--- src/rtl/bcs_pkg.sv ---
// Shared constants for the burst column sequencer.
// Assumes: a column address of COL_W_DEF bits, fixed bursts up to 2**FIX_LOG2 beats.
package bcs_pkg;
    localparam int COL_W_DEF = 8;
    localparam int FIX_LOG2  = 3;
    localparam int CODE_W    = 3;

    // length codes that the decoder recognises
    localparam logic [CODE_W-1:0] LEN_1    = 3'b000;
    localparam logic [CODE_W-1:0] LEN_2    = 3'b001;
    localparam logic [CODE_W-1:0] LEN_4    = 3'b010;
    localparam logic [CODE_W-1:0] LEN_8    = 3'b011;
    localparam logic [CODE_W-1:0] LEN_PAGE = 3'b111;
endpackage

--- src/rtl/bcs_len_decode.sv ---
// Turns the burst length code into a wrap mask over the low column bits and a page flag.
// Assumes: unused codes behave as a single beat (mask of zero).
module bcs_len_decode #(
    parameter int COL_W  = bcs_pkg::COL_W_DEF,
    parameter int CODE_W = bcs_pkg::CODE_W
) (
    input  logic [CODE_W-1:0] code_i,
    output logic [COL_W-1:0]  mask_o,
    output logic              page_o
);
    import bcs_pkg::*;

    // purpose: map each code to the mask of column bits that take part in wrapping
    always_comb begin
        mask_o = '0;
        page_o = 1'b0;
        case (code_i)
            LEN_1:    mask_o = '0;
            LEN_2:    mask_o = COL_W'(1);
            LEN_4:    mask_o = COL_W'(3);
            LEN_8:    mask_o = COL_W'(7);
            LEN_PAGE: begin
                mask_o = '1;
                page_o = 1'b1;
            end
            default:  mask_o = '0;
        endcase
    end
endmodule

--- src/rtl/bcs_beat_ctrl.sv ---
// Tracks whether a burst is active, counts its beats and pulses done at its end.
// Assumes: mask_i and page_i describe the burst in progress; start wins over stop.
module bcs_beat_ctrl #(
    parameter int COL_W = bcs_pkg::COL_W_DEF
) (
    input  logic             clk,
    input  logic             rst_n,
    input  logic             start_i,
    input  logic             stop_i,
    input  logic [COL_W-1:0] mask_i,
    input  logic             page_i,
    output logic             active_o,
    output logic [COL_W-1:0] cnt_o,
    output logic             done_o
);
    logic last_beat;

    // purpose: flag the final beat of a fixed-length burst
    always_comb last_beat = active_o && !page_i && (cnt_o == mask_i);

    // purpose: advance the beat counter and the active and done state each clock
    always_ff @(posedge clk) begin
        if (!rst_n) begin
            active_o <= 1'b0;
            cnt_o    <= '0;
            done_o   <= 1'b0;
        end else if (start_i) begin
            active_o <= 1'b1;
            cnt_o    <= '0;
            done_o   <= 1'b0;
        end else if (active_o && (stop_i || last_beat)) begin
            active_o <= 1'b0;
            cnt_o    <= '0;
            done_o   <= 1'b1;
        end else begin
            done_o <= 1'b0;
            if (active_o) cnt_o <= cnt_o + 1'b1;
        end
    end
endmodule

--- src/rtl/bcs_col_gen.sv ---
// Forms the column of the current beat from the base column and the beat index.
// Assumes: mask marks the wrapping low bits; ilv_i is already cleared for page bursts.
module bcs_col_gen #(
    parameter int COL_W = bcs_pkg::COL_W_DEF
) (
    input  logic             active_i,
    input  logic             ilv_i,
    input  logic [COL_W-1:0] base_i,
    input  logic [COL_W-1:0] mask_i,
    input  logic [COL_W-1:0] cnt_i,
    output logic [COL_W-1:0] col_o
);
    logic [COL_W-1:0] sum_col;
    logic [COL_W-1:0] xor_col;

    // purpose: candidate low bits for both orderings
    always_comb begin
        sum_col = base_i + cnt_i;
        xor_col = base_i ^ cnt_i;
    end

    // per bit: held from the base, or taken from the chosen ordering
    for (genvar b = 0; b < COL_W; b++) begin : g_bit
        // purpose: select the source of column bit b
        always_comb begin
            if (!active_i)      col_o[b] = 1'b0;
            else if (!mask_i[b]) col_o[b] = base_i[b];
            else if (ilv_i)     col_o[b] = xor_col[b];
            else                col_o[b] = sum_col[b];
        end
    end
endmodule

--- src/rtl/burst_col_seq.sv ---
// Top of the burst column sequencer: latches the burst setup on start and drives
// one column per clock with valid and done flags.
// Assumes: inputs synchronous to clk; reset synchronous and active low.
module burst_col_seq #(
    parameter int COL_W  = bcs_pkg::COL_W_DEF,
    parameter int CODE_W = bcs_pkg::CODE_W
) (
    input  logic              clk,
    input  logic              rst_n,
    input  logic              start_i,
    input  logic              stop_i,
    input  logic [COL_W-1:0]  start_col_i,
    input  logic [CODE_W-1:0] bl_code_i,
    input  logic              ilv_i,
    output logic [COL_W-1:0]  col_o,
    output logic              beat_vld_o,
    output logic              done_o
);
    logic [COL_W-1:0] dec_mask;
    logic             dec_page;
    logic [COL_W-1:0] base_q;
    logic [COL_W-1:0] mask_q;
    logic             page_q;
    logic             ilv_q;
    logic             active;
    logic [COL_W-1:0] cnt;

    bcs_len_decode #(.COL_W(COL_W), .CODE_W(CODE_W)) u_dec (
        .code_i (bl_code_i),
        .mask_o (dec_mask),
        .page_o (dec_page)
    );

    // purpose: capture the burst setup when a burst begins
    always_ff @(posedge clk) begin
        if (!rst_n) begin
            base_q <= '0;
            mask_q <= '0;
            page_q <= 1'b0;
            ilv_q  <= 1'b0;
        end else if (start_i) begin
            base_q <= start_col_i;
            mask_q <= dec_mask;
            page_q <= dec_page;
            ilv_q  <= ilv_i && !dec_page;
        end
    end

    bcs_beat_ctrl #(.COL_W(COL_W)) u_ctrl (
        .clk      (clk),
        .rst_n    (rst_n),
        .start_i  (start_i),
        .stop_i   (stop_i),
        .mask_i   (mask_q),
        .page_i   (page_q),
        .active_o (active),
        .cnt_o    (cnt),
        .done_o   (done_o)
    );

    bcs_col_gen #(.COL_W(COL_W)) u_col (
        .active_i (active),
        .ilv_i    (ilv_q),
        .base_i   (base_q),
        .mask_i   (mask_q),
        .cnt_i    (cnt),
        .col_o    (col_o)
    );

    // purpose: a beat is valid exactly while a burst is active
    always_comb beat_vld_o = active;
endmodule

--- config.mk ---
export PLATFORM = sky130hd
export DESIGN_NAME = burst_col_seq
export DESIGN_NICKNAME = d
export VERILOG_FILES = /design/src/rtl/bcs_pkg.sv /design/src/rtl/bcs_len_decode.sv /design/src/rtl/bcs_beat_ctrl.sv /design/src/rtl/bcs_col_gen.sv /design/src/rtl/burst_col_seq.sv
export SDC_FILE = /design/constraint.sdc
export NUM_CORES = 1
export LEC_CHECK = 0
export BUFFER_PORTS_ARGS = -buffer_cell sky130_fd_sc_hd__buf_2
export CORE_MARGIN = 2
export CORE_UTILIZATION = 30
export DETAILED_ROUTE_END_ITERATION = 10
export GPL_ROUTABILITY_DRIVEN = 1
export REMOVE_ABC_BUFFERS = 1
export SLEW_MARGIN = 10
export SYNTH_ARGS = -nofsm -noshare
export SYNTH_HDL_FRONTEND = slang
export SYNTH_SLANG_ARGS = --single-unit
--- constraint.sdc ---
create_clock -name clk -period 3.5 [get_ports clk]
set_clock_uncertainty 0.2 [all_clocks]
set_input_delay 0.7 -clock clk [delete_from_list [all_inputs] [get_ports clk]]
set_output_delay 0.7 -clock clk [all_outputs]
set_load 0.02 [all_outputs]
==> flow_summary.yaml <==
floorplanning:
  fp.dieH_um: 74.4
  io_pins: 26
  die_area_um2: 5530
  core-area_um2: 4750
  row_count: 25
  die-width_um: 74.4
  initial_utilization_pct: 31.2
setup_path:
  cp_top_family: "compound AO/OA/AOI/OAI gates"
  r2r_cells: 5
  r2r_start: "u_ctrl.active_o"
  crit_buf_inv: 1
  cp_max_fo: 6
  crit_path_start_kind: "register"
  crit_path_end_kind: "primary output"
  cp.required_ns: 2.60
  path_cells: "ha_1, a211oi_2, o211ai_2, a31o_1, or4b_1, buf_2"
  reg2reg_slack_ns: 1.61
  crit_slowest_cell: "or4b_1"
  r2r_end: "u_ctrl.cnt_o[7]"
  critPathArrivalTime_ns: 2.33
  path_class: "register to primary output"
  critPathMaxStageDelay_ns: 0.50
timing:
  fin_tns_setup_ns: 0
  relSlewSlack_pct: 70.1
  hold_viol: 0
  post-route-period-util_pct: 92.2
  slew_viol_final: 0
  fmax_ghz: 0.310
  rsz0062_at_grt: "no"
  worst_pin_slew_ns: 0.448
  setup_viol: 0
  min_period_ns: 3.23
routing:
  drt_wl_total_um: 3340
  first_pass_iters: 4
  vias: 1309
  wl_per_cell_um: 12.8
  drtIter0Drc: 86
  drc: 0
  postRouteAntennaNets: 0
  via_per_inst: 5.02
clocking:
  cts_root_buf: "clkbuf_8"
  clk_pin_slew_ns: 0.09
  clock_path_buffers: 2
  ctsHoldBuffers: 0
  cts_max_level: 1
  clk_latency_ns: 0.26
  cts_resized: 0
  cts_tree: "yes"
  cts_setup_buffers: 0
  clock-sinks: 23
  cts_buffers: 3
hold_path:
  holdCritPathClass: "register to register"
  hold_end: "mask_q[1]"
  holdCritStartpoint: "mask_q[1]"
  min_path_cells: 2
run_status:
  status: "finished, final reports clean"
synthesis:
  synth_top_area_share_pct: 31.0
  netlist.top_cell.by_area: "dfxtp_1"
  synth_edf_count: 0
  syn_area_per_cell_um2: 8.69
  synth.distinct_cells: 47
  syn-cell-area_um2: 1490
  seq_area_frac_synth_pct: 31.0
  synth-seq-cells: 23
  ys.flop_type: "dfxtp_1"
  yosys-top-cells-area: "dfxtp_1 (31%), mux2i_1 (7.4%), ha_1 (6.7%)"
  synth_cells: 171
  yosysWarnings: 0
  async_reset_ff_share_pct: 0
pwr:
  p_seq_share_pct: 53.3
  p_sw_mw: 0.148
  combPwrFrac_pct: 15.1
  p_int_mw: 0.385
  power_mw: 0.533
  ir_drop_uv: 172
  swShare_pct: 27.7
  p_leak_nw: 0.709
  p_per_area_nw_per_um2: 311
  power_frac_clock_pct: 31.6
place:
  dpl.hpwl_um: 2430
  io_buffers: 25
  place.gp.congestion: 0.762
global_route:
  grt_pass1_wl_um: 5890
  grt_max_degree: 21
  gr-total-overflow: 0
  grt_pass1_vias: 1242
  grt_usage_pct: 13.5
  antenna_found_initial: 0
cells_and_area:
  insertedDiodeCount: 0
  utilization_pct: 36.1
  drive_gt1_share_pct: 18.6
  area_growth_pct: 15.4
  final_common_cell: "buf_2"
  nNetsFinal: 220
  mostFrequentLayoutCells: "buf_2 (25), dfxtp_1 (23), mux2i_1 (11)"
flow_run:
  drv_cap: 0
==> kinds of logic (layout without fill, tap and decap cells) <==
logic type               after synthesis  in the layout  synth area share [%]
AND/OR/NAND/NOR                       62             62                  22.7
AO/OA/AOI/OAI                         45             45                  22.0
flip-flops                            23             23                  31.0
XOR/XNOR                               9              9                  5.31
buffers and inverters                 12             35                  3.54
adder cells (fa/ha/maj)                9              9                  8.09
multiplexers                          11             11                  7.41
==> worst max-delay path by stage <==
stage,start,end,cells past startpoint
after detailed placement,u_ctrl.cnt_o[1],col_o[7],6
after global routing,u_ctrl.cnt_o[1],col_o[7],6
final,u_ctrl.cnt_o[1],col_o[7],6
after CTS,u_ctrl.cnt_o[1],col_o[7],6
after floorplan,u_ctrl.cnt_o[0],col_o[4],5
after global placement,u_ctrl.cnt_o[1],col_o[7],6
==> Yosys cell counts, types with 4 or more instances <==
master / instances
a211oi_1: 8
nor2_1: 10
dfxtp_1: 23
xnor2_1: 4
nor2b_1: 10
o21ai_0: 8
a21oi_1: 5
inv_1: 5
nand2b_1: 4
mux2i_1: 11
nand2_1: 10
ha_1: 8
xor2_1: 5
nand3_1: 10
==> worst min-delay path, cell delays in order (launching register included) <==
cell and delay, ns:
dfxtp_1 0.35, nand2b_1 0.07, a21boi_0 0.06
==> power groups by stage <==
stage	clock network (mW)	registers, mW	logic, mW
floorplan	0	0.290	0.0472
finish	0.168	0.284	0.0804
global route	0.189	0.287	0.0907
CTS	0.177	0.284	0.0812
detailed placement	0	0.290	0.0807
global placement	0	0.291	0.0801
==> registers in the layout, summed over array words and instances, names as in the netlist <==
signal           cells
u_ctrl.active_o      1
u_ctrl.cnt_o         8
u_ctrl.done_o        1
mask_q               4
base_q               8
ilv_q                1
==> cell type report <==
class	count	area, µm²
Timing Repair Buffer	26	133
Clock inverter	1	5.00
Tap cell	67	83.8
Inverter	5	18.8
Sequential cell	23	460
Multi-Input combinational cell	136	972
Clock buffer	3	41.3
Fill cell	527	3040
==> routing by layer <==
layer | up-vias | track usage (%) | wire [µm]
li1 | 681 | - | -
met1 | 603 | 19.8 | 1760
met2 | 21 | 20.6 | 1440
met3 | 4 | 2.30 | 113
met4 | 0 | 3.57 | 34
met5 | - | 0 | 0
==> stage by stage <==
stage	cells	cell area [µm²]	setup WS (ns)	hold WS, ns
floorplan	164	1450	0.577	0.291
global placement	257	1670	0.568	0.316
detailed placement	257	1670	0.573	0.319
CTS	261	1710	0.249	0.333
global route	261	1710	0.126	0.375
finish	261	1710	0.272	0.329
Note: power is estimated with default switching activity, not from simulation.
